--- config.mk ---
export PLATFORM = sky130hd
export DESIGN_NAME = refresh_stagger_sched
export DESIGN_NICKNAME = d
export VERILOG_FILES = /design/src/rtl/refsched_pkg.sv /design/src/rtl/refsched_datapath.sv /design/src/rtl/refsched_ctrl.sv /design/src/rtl/refresh_stagger_sched.sv
export SDC_FILE = /design/constraint.sdc
export NUM_CORES = 1
export LEC_CHECK = 0
export CORE_UTILIZATION = 45
export CTS_CLUSTER_SIZE = 28
export DETAILED_ROUTE_END_ITERATION = 12
export DONT_BUFFER_PORTS = 1
export PLACE_DENSITY_LB_ADDON = 0.12
export SLEW_MARGIN = 20
export SYNTH_ARGS = -nofsm -noshare
export SYNTH_HDL_FRONTEND = slang
export SYNTH_SLANG_ARGS = --single-unit
--- constraint.sdc ---
create_clock -name clk -period 4.3 [get_ports clk]
set_input_delay 0.645 -clock clk [delete_from_list [all_inputs] [get_ports clk]]
set_output_delay 0.645 -clock clk [all_outputs]
set_load 0.05 [all_outputs]
--- src/rtl/refsched_pkg.sv ---
package refsched_pkg;

  localparam int GAP_W = 3;

  typedef enum logic [1:0] {
    ST_IDLE = 2'd0,
    ST_REQ  = 2'd1,
    ST_GAP  = 2'd2
  } seqState_t;

  // control -> datapath
  typedef struct packed {
    logic seqStart;   // begin a sequence at bank 0, consume pending trigger
    logic cmdDone;    // current bank command granted
  } ctrlStrobe_t;

  // datapath -> control
  typedef struct packed {
    logic pendReq;
    logic lastBank;
    logic noGap;
    logic gapDone;
  } dpStatus_t;

  function automatic logic [GAP_W-1:0] decodeStagger(input logic [1:0] sel);
    return (sel == 2'b11) ? GAP_W'(4) : GAP_W'(sel);
  endfunction

endpackage

--- src/rtl/refsched_datapath.sv ---
module refsched_datapath
  import refsched_pkg::*;
#(
  parameter int NUM_BANKS      = 4,
  parameter int INTERVAL_W     = 9,
  parameter int INTERVAL_SHIFT = 6,
  localparam int BANK_W  = $clog2(NUM_BANKS),
  localparam int COUNT_W = $clog2(NUM_BANKS + 1),
  localparam int CNT_W   = INTERVAL_W + INTERVAL_SHIFT
) (
  input  logic                  clk,
  input  logic                  rstN,
  input  logic                  memClkEn,
  input  logic [INTERVAL_W-1:0] intervalField,
  input  logic [1:0]            staggerSel,
  input  logic                  testRefresh,
  input  logic [COUNT_W-1:0]    bankCount,
  input  ctrlStrobe_t           strobe,
  output dpStatus_t             status,
  output logic [BANK_W-1:0]     bankSel
);

  // interval counter
  logic [CNT_W-1:0] intCnt;
  logic [CNT_W-1:0] intLimit;
  logic             intervalOn;
  logic             expire;
  logic             pendReg;

  assign intervalOn = |intervalField;
  assign intLimit   = {intervalField, {INTERVAL_SHIFT{1'b0}}} - CNT_W'(1);
  assign expire     = intervalOn && (intCnt >= intLimit);

  always_ff @(posedge clk or negedge rstN) begin
    if (!rstN) begin
      intCnt <= '0;
    end else if (!intervalOn || expire) begin
      intCnt <= '0;
    end else begin
      intCnt <= intCnt + CNT_W'(1);
    end
  end

  // pending trigger: merges, never queues
  always_ff @(posedge clk or negedge rstN) begin
    if (!rstN) begin
      pendReg <= 1'b0;
    end else begin
      pendReg <= (pendReg && !strobe.seqStart) || expire || testRefresh;
    end
  end

  // installed bank range
  logic [BANK_W-1:0] effLast;
  always_comb begin
    if (bankCount == '0) begin
      effLast = '0;
    end else if (bankCount >= COUNT_W'(NUM_BANKS)) begin
      effLast = BANK_W'(NUM_BANKS - 1);
    end else begin
      effLast = BANK_W'(bankCount - COUNT_W'(1));
    end
  end

  logic lastBank;
  assign lastBank = (bankSel >= effLast);

  always_ff @(posedge clk or negedge rstN) begin
    if (!rstN) begin
      bankSel <= '0;
    end else if (strobe.seqStart) begin
      bankSel <= '0;
    end else if (strobe.cmdDone && !lastBank) begin
      bankSel <= bankSel + BANK_W'(1);
    end
  end

  // stagger gap counter, counted in memory clock enables
  logic [GAP_W-1:0] gapCnt;
  logic [GAP_W-1:0] gapLoad;
  assign gapLoad = decodeStagger(staggerSel);

  always_ff @(posedge clk or negedge rstN) begin
    if (!rstN) begin
      gapCnt <= '0;
    end else if (strobe.cmdDone && !lastBank) begin
      gapCnt <= gapLoad;
    end else if (gapCnt != '0 && memClkEn) begin
      gapCnt <= gapCnt - GAP_W'(1);
    end
  end

  assign status.pendReq  = pendReg;
  assign status.lastBank = lastBank;
  assign status.noGap    = (gapLoad == '0);
  assign status.gapDone  = memClkEn && (gapCnt == GAP_W'(1));

  AST_CNT_BOUND: assert property (@(posedge clk) disable iff (!rstN)
    (intervalOn && $stable(intervalField)) |-> (intCnt <= intLimit));
  AST_OFF_CLEARS_CNT: assert property (@(posedge clk) disable iff (!rstN)
    (intervalField == '0) |=> (intCnt == '0));

endmodule

--- src/rtl/refsched_ctrl.sv ---
module refsched_ctrl
  import refsched_pkg::*;
(
  input  logic        clk,
  input  logic        rstN,
  input  logic        grant,
  input  dpStatus_t   status,
  output ctrlStrobe_t strobe,
  output logic        refReq,
  output logic        busy
);

  seqState_t state, stateNext;

  always_comb begin
    stateNext       = state;
    strobe.seqStart = 1'b0;
    strobe.cmdDone  = 1'b0;
    case (state)
      ST_IDLE: begin
        if (status.pendReq) begin
          strobe.seqStart = 1'b1;
          stateNext       = ST_REQ;
        end
      end
      ST_REQ: begin
        if (grant) begin
          strobe.cmdDone = 1'b1;
          if (status.lastBank) begin
            stateNext = ST_IDLE;
          end else if (status.noGap) begin
            stateNext = ST_REQ;
          end else begin
            stateNext = ST_GAP;
          end
        end
      end
      ST_GAP: begin
        if (status.gapDone) begin
          stateNext = ST_REQ;
        end
      end
      default: stateNext = ST_IDLE;
    endcase
  end

  always_ff @(posedge clk or negedge rstN) begin
    if (!rstN) begin
      state <= ST_IDLE;
    end else begin
      state <= stateNext;
    end
  end

  assign refReq = (state == ST_REQ);
  assign busy   = (state != ST_IDLE);

  AST_REQ_HOLD: assert property (@(posedge clk) disable iff (!rstN)
    (refReq && !grant) |=> refReq);
  AST_START_FROM_PEND: assert property (@(posedge clk) disable iff (!rstN)
    $rose(busy) |-> $past(status.pendReq));

endmodule

--- src/rtl/refresh_stagger_sched.sv ---
module refresh_stagger_sched
  import refsched_pkg::*;
#(
  parameter int NUM_BANKS      = 4,
  parameter int INTERVAL_W     = 9,
  parameter int INTERVAL_SHIFT = 6,
  localparam int BANK_W  = $clog2(NUM_BANKS),
  localparam int COUNT_W = $clog2(NUM_BANKS + 1)
) (
  input  logic                  clk,
  input  logic                  rstN,
  input  logic                  memClkEn,
  input  logic [INTERVAL_W-1:0] intervalField,
  input  logic [1:0]            staggerSel,
  input  logic                  testRefresh,
  input  logic [COUNT_W-1:0]    bankCount,
  input  logic                  grant,
  output logic                  refReq,
  output logic [BANK_W-1:0]     refBank,
  output logic                  busy
);

  ctrlStrobe_t strobe;
  dpStatus_t   status;

  refsched_datapath #(
    .NUM_BANKS      (NUM_BANKS),
    .INTERVAL_W     (INTERVAL_W),
    .INTERVAL_SHIFT (INTERVAL_SHIFT)
  ) u_datapath (
    .clk           (clk),
    .rstN          (rstN),
    .memClkEn      (memClkEn),
    .intervalField (intervalField),
    .staggerSel    (staggerSel),
    .testRefresh   (testRefresh),
    .bankCount     (bankCount),
    .strobe        (strobe),
    .status        (status),
    .bankSel       (refBank)
  );

  refsched_ctrl u_ctrl (
    .clk    (clk),
    .rstN   (rstN),
    .grant  (grant),
    .status (status),
    .strobe (strobe),
    .refReq (refReq),
    .busy   (busy)
  );

  AST_FIRST_BANK: assert property (@(posedge clk) disable iff (!rstN)
    $rose(busy) |-> (refReq && refBank == '0));
  AST_BANK_STEP: assert property (@(posedge clk) disable iff (!rstN)
    (refReq && grant) |=> (!refReq || refBank == BANK_W'($past(refBank) + 1'b1)));
  AST_BANK_INSTALLED: assert property (@(posedge clk) disable iff (!rstN)
    refReq |-> ((bankCount == '0) ? (refBank == '0) : (COUNT_W'(refBank) < bankCount)));
  AST_BANK_HOLD: assert property (@(posedge clk) disable iff (!rstN)
    (refReq && !grant) |=> $stable(refBank));
  AST_GAP_QUIET: assert property (@(posedge clk) disable iff (!rstN)
    (busy && !refReq && !memClkEn) |=> !refReq);
  AST_BUSY_DROP: assert property (@(posedge clk) disable iff (!rstN)
    $fell(busy) |-> $past(refReq && grant));

endmodule

==> results of run 1 <==
## worst max-delay path: stages
cell	delay, ns
sky130_fd_sc_hd__inv_1	0.04
sky130_fd_sc_hd__ha_1	0.18
sky130_fd_sc_hd__nor3b_1	0.36
sky130_fd_sc_hd__xnor2_1	0.14
sky130_fd_sc_hd__ha_1	0.33
sky130_fd_sc_hd__and4_2	0.28
sky130_fd_sc_hd__a31oi_1	0.11
sky130_fd_sc_hd__o211ai_2	0.70
sky130_fd_sc_hd__nor3b_1	0.12
## synth_stat cells (3+ instances only)
cell type	n
sky130_fd_sc_hd__a21oi_1	13
sky130_fd_sc_hd__o21ai_0	3
sky130_fd_sc_hd__nor3_1	7
sky130_fd_sc_hd__nand2_1	7
sky130_fd_sc_hd__nor3_2	10
sky130_fd_sc_hd__nor2_1	11
sky130_fd_sc_hd__ha_1	17
sky130_fd_sc_hd__xnor2_1	14
sky130_fd_sc_hd__nand4_1	3
sky130_fd_sc_hd__xor2_1	7
sky130_fd_sc_hd__nor4_1	3
sky130_fd_sc_hd__dfrtp_1	23
sky130_fd_sc_hd__inv_1	16
sky130_fd_sc_hd__nand3_1	10
## placed cells by master (no fill, tap or decap), drive strengths merged, types with 2 or more instances in the layout
cell,instances
dfrtp,23
ha,17
nor3,17
inv,16
xnor2,14
a21oi,14
nor2,11
nand3,10
nand2,7
xor2,7
nor4,4
nand4,4
o21ai,3
clkbuf,3
nor3b,3
a21o,3
o211ai,3
nor2b,2
nand2b,2
or3,2
a31o,2
a22oi,2
## power by group through the flow
stage	clock network, W	registers (W)	logic, W
6_report	0.000136	0.000412	0.000401
5_1_grt	0.000149	0.000425	0.000453
4_1_cts	0.000140	0.000411	0.000407
3_5_place_dp	0	0.000415	0.000404
3_3_place_gp	0	0.000412	0.000388
2_1_floorplan	0	0.000392	0.000352
## layout make-up
type / instances / area [µm²]
inverter: 16 / 60.1
fill: 348 / 1880
clock inverter: 1 / 5.00
clock buffer: 3 / 41.3
multi-input combinational: 140 / 1130
sequential: 23 / 576
tap: 48 / 60.1
## cell families after synthesis
family,Yosys count
multiplexers,2
XOR/XNOR,21
adder cells (fa/ha/maj),17
AO/OA/AOI/OAI,33
AND/OR/NAND/NOR,67
buffers and inverters,18
flip-flops,23
## metal layers
layer / wire length (µm) / up-vias
li1: - / 655
met1: 1520 / 610
met2: 1520 / 22
met3: 150 / 3
met4: 13 / 0
met5: 0 / -
## state kept, by name (all words and copies together) (netlist names)
| register | flops |
|---|---|
| u_ctrl.state | 2 |
| u_datapath.bankSel | 2 |
| u_datapath.pendReg | 1 |
| u_datapath.intCnt | 15 |
| u_datapath.gapCnt | 3 |
## final timing paths
path                       cells after the start                                end                         startpoint  slack, ns
max reg2reg                                    6  u_datapath.bankSel[1]$_DFFE_PN0P_  u_datapath.bankSel[0]$_DFFE_PN0P_       2.16
max in group asynchronous                      0    u_datapath.intCnt[12]$_DFF_PN0_                               rstN       4.17
min in group clk                               2       u_datapath.pendReg$_DFF_PN0_                        testRefresh       0.50
min                                            0    u_datapath.intCnt[10]$_DFF_PN0_                               rstN       0.06
min reg2reg                                    1  u_datapath.bankSel[0]$_DFFE_PN0P_       u_datapath.pendReg$_DFF_PN0_       0.52
max                                            9     u_datapath.intCnt[1]$_DFF_PN0_                   intervalField[0]       1.51
## through the flow
stage | cell area, µm² | setup slack [ns] | hold slack, ns
2_1_floorplan | 1790 | 1.73 | 0.349
3_3_place_gp | 1820 | 1.33 | 0.350
3_5_place_dp | 1820 | 1.21 | 0.350
4_1_cts | 1870 | 1.49 | 0.0565
5_1_grt | 1870 | 1.27 | 0.0417
6_report | 1870 | 1.51 | 0.0604
==> impl_metrics.sql, run 1 <==
INSERT INTO impl_metrics (metric_group, metric, value, unit) VALUES
('run_status', 'outcome', 'finished clean', ''),
('detailed_routing', 'dr.first_iter.drc_count', '64', ''),
('worst_setup_path', 'crit_required', '4.42', 'ns'),
('pwr', 'cellInternalPower', '0.000533', 'W'),
('pwr', 'reported_net_switching_power', '0.000416', 'W'),
('sta', 'max_slew_margin', '0.383', ''),
('sta', 'final-setup-viol-count', '0', ''),
('final_layout', 'synthToLayoutAreaGrowth', '4.19', '%'),
('detailed_routing', 'routed_wl', '3210', 'µm'),
('synthesis', 'synth.ff_latch_count', '23', ''),
('pwr', 'comb_power_share', '0.423', ''),
('global_routing', 'gr-usage-met2', '0.288', ''),
('floorplanning', 'die-area', '4240', 'µm²'),
('final_layout', 'n_antenna_cell', '0', ''),
('floorplanning', 'top_level_ports', '23', ''),
('cts', 'clkSlewWorstSetupHoldPaths', '0.08', 'ns'),
('pwr', 'clock_power_share', '0.144', ''),
('detailed_routing', 'wire_per_inst', '13.9', 'µm'),
('synthesis', 'post_synth_and_or_nand_nor_area_fraction', '0.259', ''),
('sta', 'period_minus_slack', '2.79', 'ns'),
('sta', 'worst_pin_slew', '0.923', 'ns'),
('sta', 'finalHoldViolCount', '0', ''),
('final_layout', 'drive_gt1_frac', '0.158', ''),
('floorplanning', 'placementRows', '22', ''),
('pwr', 'cellPowerDensity', '508', 'nW/µm²'),
('sta', 'fmax', '0.359', 'GHz'),
('placed_design', 'dp.cells', '227', ''),
('cts', 'post_cts_resize_count', '0', ''),
('floorplanning', 'initial_utilization', '0.479', ''),
('detailed_routing', 'firstDrtPassIters', '4', ''),
('cts', 'cts_tree', 'done', ''),
('sta', 'min_period_over_period', '0.648', ''),
('synthesis', 'synth_async_sr_flop_share', '1.00', ''),
('global_routing', 'first_pass_grt_wire_length', '5620', 'µm'),
('synthesis', 'synth_ff_type', 'sky130_fd_sc_hd__dfrtp_1', ''),
('run', 'max_cap_violations', '0', ''),
('cts', 'cts.htree.levels', '1', ''),
('worst_setup_path', 'worstSetupStartpointType', 'primary input', ''),
('global_routing', 'grt_remaining_overflow', '0', ''),
('cts', 'worstSkewPairLatency', '0.27', 'ns'),
('placed_design', 'port_buffers', '0', ''),
('synthesis', 'synth.largest_area_cell', 'sky130_fd_sc_hd__dfrtp_1', ''),
('placed_design', 'detailed_place_hpwl', '2550', 'µm'),
('pwr', 'pwr-share-seq', '0.434', ''),
('worst_setup_path', 'critical_path_peak_fanout', '15', ''),
('synthesis', 'post_synth_xor_area_fraction', '0.103', ''),
('final_layout', 'utilization_after_layout', '0.499', ''),
('synthesis', 'synth_edf_count', '0', ''),
('synthesis', 'yosys.cell_types.count', '44', ''),
('floorplanning', 'floorplan.die.height', '65.1', 'µm'),
('synthesis', 'yosysSeqAreaShare', '0.321', ''),
('sta', 'timing.clock.skew', '0.00108', 'ns'),
('min_path', 'worst_hold_path_type', 'in2async', ''),
('floorplanning', 'dieWidth', '65.1', 'µm'),
('global_routing', 'met1_usage', '0.224', ''),
('synthesis', 'post_synth_fa_ha_maj_area_fraction', '0.119', ''),
('global_routing', 'grt.met3_usage', '0.0399', ''),
('synthesis', 'synth_area_per_cell', '9.91', 'µm²'),
('global_routing', 'via_count_of_the_first_global_routing_pass', '1298', ''),
('cts', 'clk_sink_count', '23', ''),
('floorplanning', 'core-area', '3740', 'µm²'),
('sta', 'finalSetupTns', '0', 'ns'),
('global_routing', 'total_routing_usage_reported_by_global_routing', '0.170', ''),
('pwr', 'maximum_vdd_drop', '0.296', 'mV'),
('synthesis', 'synth-warning-count', '0', ''),
('cts', 'clock-root-buffer', 'sky130_fd_sc_hd__clkbuf_8', ''),
('detailed_routing', 'detailed_route_vias_per_instance', '5.58', ''),
('synthesis', 'yosys.area.top_type_share', '0.321', ''),
('cts', 'cts_inserted_buffers', '3', ''),
('synthesis', 'synth.area.top_cells', 'sky130_fd_sc_hd__dfrtp_1 32%, sky130_fd_sc_hd__ha_1 12%, sky130_fd_sc_hd__xnor2_1 6.8%', ''),
('pwr', 'static-leakage-power', '0.832', 'nW');
(Power assumes the default switching activity.)
==> run 2: changes to the inputs <==
Clock period 4.3 ns to 2.35 ns, I/O delays scaled along.
==> impl_metrics.sql, run 2 (synthesis results as in run 1) <==
INSERT INTO impl_metrics (metric_group, metric, value, unit) VALUES
('detailed_routing', 'detailed_route_vias_per_instance', '5.40', ''),
('placed_design', 'detailed_place_hpwl', '2520', 'µm'),
('final_layout', 'final-instance-count-excl-fill', '242', ''),
('final_layout', 'largest_register_ff_count', '15', ''),
('final_layout', 'synthToLayoutAreaGrowth', '10.3', '%'),
('pwr', 'maximum_vdd_drop', '0.504', 'mV'),
('sta', 'finalHoldViolCount', '0', ''),
('pwr', 'switching_share_of_power', '0.425', ''),
('floorplanning', 'die-area', '4240', 'µm²'),
('global_routing', 'total_routing_usage_reported_by_global_routing', '0.168', ''),
('sta', 'max_slew_margin', '0.670', ''),
('cts', 'clk_sink_count', '23', ''),
('pwr', 'cellInternalPower', '0.00102', 'W'),
('worst_setup_path', 'worstSetupPathType', 'in2reg', ''),
('cts', 'cts.htree.levels', '1', ''),
('global_routing', 'first_pass_grt_wire_length', '5650', 'µm'),
('worst_setup_path', 'critical_path.max_stage_delay', '0.29', 'ns'),
('global_routing', 'grt_antenna_before_repair', '0', ''),
('sta', 'grt_setup_unrepaired', 'no', ''),
('global_routing', 'grt_start_max_net_pins', '24', ''),
('run', 'max_cap_violations', '0', ''),
('final_layout', 'drive_gt1_frac', '0.206', ''),
('worst_setup_path', 'crit_required', '2.52', 'ns'),
('detailed_routing', 'firstDrtPassIters', '4', ''),
('worst_setup_path', 'worstSetupStartpointType', 'primary input', ''),
('sta', 'timing.clock.skew', '0.00185', 'ns'),
('pwr', 'reported_net_switching_power', '0.000755', 'W'),
('worst_setup_path', 'crit-reg2reg-launch', 'u_datapath.intCnt[7]$_DFF_PN0_', ''),
('worst_setup_path', 'ff2ff_setup_slack', '0.52', 'ns'),
('worst_setup_path', 'timing.critical_path.cells', 'inv_1 -> ha_1 -> nor3b_1 -> xnor2_1 -> ha_1 -> and4_2 -> a31oi_1 -> o211ai_2 -> buf_12 -> nor3b_1', ''),
('global_routing', 'grt_remaining_overflow', '0', ''),
('detailed_routing', 'routed_wl', '3200', 'µm'),
('cts', 'worstSkewPairLatency', '0.26', 'ns'),
('sta', 'final-max-slew-violation-count', '0', ''),
('floorplanning', 'core-area', '3740', 'µm²'),
('final_layout', 'finalNetCount', '231', ''),
('pwr', 'clock_power_share', '0.134', ''),
('placed_design', 'place_worst_setup_slack', '-0.140', 'ns'),
('pwr', 'static-leakage-power', '0.891', 'nW'),
('sta', 'period_minus_slack', '2.06', 'ns'),
('placed_design', 'place_congestion', '0.799', ''),
('detailed_routing', 'detail-route-antenna-nets', '0', ''),
('floorplanning', 'floorplan.die.height', '65.1', 'µm'),
('sta', 'setup_slack', '0.289', 'ns'),
('final_layout', 'max_flop_register', 'u_datapath.intCnt', ''),
('worst_setup_path', 'endpoint_kind', 'flop', ''),
('min_path', 'worst_hold_path_type', 'in2async', ''),
('pwr', 'cellPowerDensity', '900', 'nW/µm²'),
('sta', 'fmax', '0.485', 'GHz'),
('worst_setup_path', 'critical_path_s_slowest_cell', 'sky130_fd_sc_hd__nor3b_1', ''),
('detailed_routing', 'drc_errors', '0', ''),
('detailed_routing', 'routed-via-count', '1306', ''),
('pwr', 'pwr-share-seq', '0.402', ''),
('worst_setup_path', 'critPathBufInv', '2', ''),
('final_layout', 'mostFrequentLayoutCell', 'sky130_fd_sc_hd__dfrtp_1', ''),
('pwr', 'finalPower', '0.00178', 'W'),
('worst_setup_path', 'r2r.worst_path.cells', '6', ''),
('sta', 'min_period_over_period', '0.877', ''),
('cts', 'clockBufferDepth', '2', ''),
('placed_design', 'dp.cells', '236', ''),
('placed_design', 'port_buffers', '0', ''),
('final_layout', 'reg_top3', 'u_datapath.intCnt (15), u_datapath.gapCnt (3)', ''),
('sta', 'worst_pin_slew', '0.496', 'ns'),
('cts', 'cts_inserted_buffers', '3', ''),
('global_routing', 'via_count_of_the_first_global_routing_pass', '1385', ''),
('worst_setup_path', 'worstSetupStartpoint', 'intervalField[0]', ''),
('detailed_routing', 'dr.first_iter.drc_count', '26', ''),
('worst_setup_path', 'cp.depth', '10', ''),
('cts', 'clkSlewWorstSetupHoldPaths', '0.08', 'ns'),
('cts', 'clock-root-buffer', 'sky130_fd_sc_hd__clkbuf_8', ''),
('worst_setup_path', 'critical_path_peak_fanout', '15', ''),
('detailed_routing', 'wire_per_inst', '13.2', 'µm'),
('worst_setup_path', 'arr_time_crit_path', '2.23', 'ns'),
('sta', 'final-setup-viol-count', '0', ''),
('sta', 'final.hold.worst_slack', '0.0493', 'ns'),
('cts', 'cts_tree', 'done', ''),
('final_layout', 'mostFrequentLayoutCells', '23 x sky130_fd_sc_hd__dfrtp_1, 17 x sky130_fd_sc_hd__ha_1, 16 x sky130_fd_sc_hd__inv_1', ''),
('floorplanning', 'initial_utilization', '0.479', ''),
('sta', 'finalSetupTns', '0', 'ns'),
('final_layout', 'n_antenna_cell', '0', ''),
('floorplanning', 'placementRows', '22', ''),
('pwr', 'comb_power_share', '0.464', ''),
('run_status', 'outcome', 'finished clean', ''),
('floorplanning', 'top_level_ports', '23', ''),
('floorplanning', 'dieWidth', '65.1', 'µm'),
('worst_setup_path', 'critical_path_s_top_delay_family', 'simple AND/OR/NAND/NOR gates', '');
-- run 2: changes by cell type in the layout (fill, tap and decap cells not counted), sizes merged --
cell,previous run,this run
clkbuf,3,4
clkinv,1,0
buf,0,11
-- run 2: final cells by class --
| type | count | area [µm²] |
|---|---|---|
| Inverter | 16 | 60.1 |
| Sequential cell | 23 | 576 |
| Tap cell | 48 | 60.1 |
| Clock buffer | 4 | 45.0 |
| Multi-Input combinational cell | 140 | 1130 |
| Timing Repair Buffer | 11 | 105 |
| Fill cell | 344 | 1770 |
-- run 2: timing repair --
| action | CTS | global route |
|---|---|---|
| buffers inserted | 0 | 1 |
| hold buffers | 1 | 0 |
| setup endpoints to repair | 0 | 4 |
| resized for setup | 0 | 1 |
| hold endpoints to repair | 23 | 0 |
-- run 2: worst register-to-register path: cells and delay by family, from the launching register on --
family,cells,cell delay (ns)
AOI/OAI and AO/OA,2,0.34
and+or+nand+nor,2,0.46
buffers and inverters,1,0.17
DFF,1,0.46
adders and majority gates,1,0.32
-- run 2: worst paths after layout --
check                                                     to
max in group asynchronous     u_datapath.intCnt[0]$_DFF_PN0_
setup / recovery              u_datapath.intCnt[1]$_DFF_PN0_
hold / removal                u_datapath.intCnt[8]$_DFF_PN0_
min in group clk                u_datapath.pendReg$_DFF_PN0_
setup reg to reg              u_datapath.intCnt[1]$_DFF_PN0_
hold reg to reg            u_datapath.bankSel[0]$_DFFE_PN0P_
-- run 2: power by group through the flow --
stage               registers [W]  logic [W]  clock network, W
CTS                      0.000714   0.000836          0.000248
detailed placement       0.000722   0.000821                 0
global placement         0.000715   0.000800                 0
floorplan                0.000717   0.000644                 0
global route             0.000740   0.000936          0.000262
finish                   0.000715   0.000825          0.000239
-- run 2: per-layer routing --
metal / share of wire / track usage
met2: 0.48 / 0.298
met5: 0 / 0
met3: 0.046 / 0.0382
met1: 0.47 / 0.210
met4: 0 / 0.0299
-- run 2: per-stage QoR --
stage          instance area, µm²   util
3_5_place_dp                 1900  0.508
6_report                     1980  0.528
3_3_place_gp                 1900  0.508
4_1_cts                      1960  0.523
2_1_floorplan                1790      -
5_1_grt                      1980  0.528
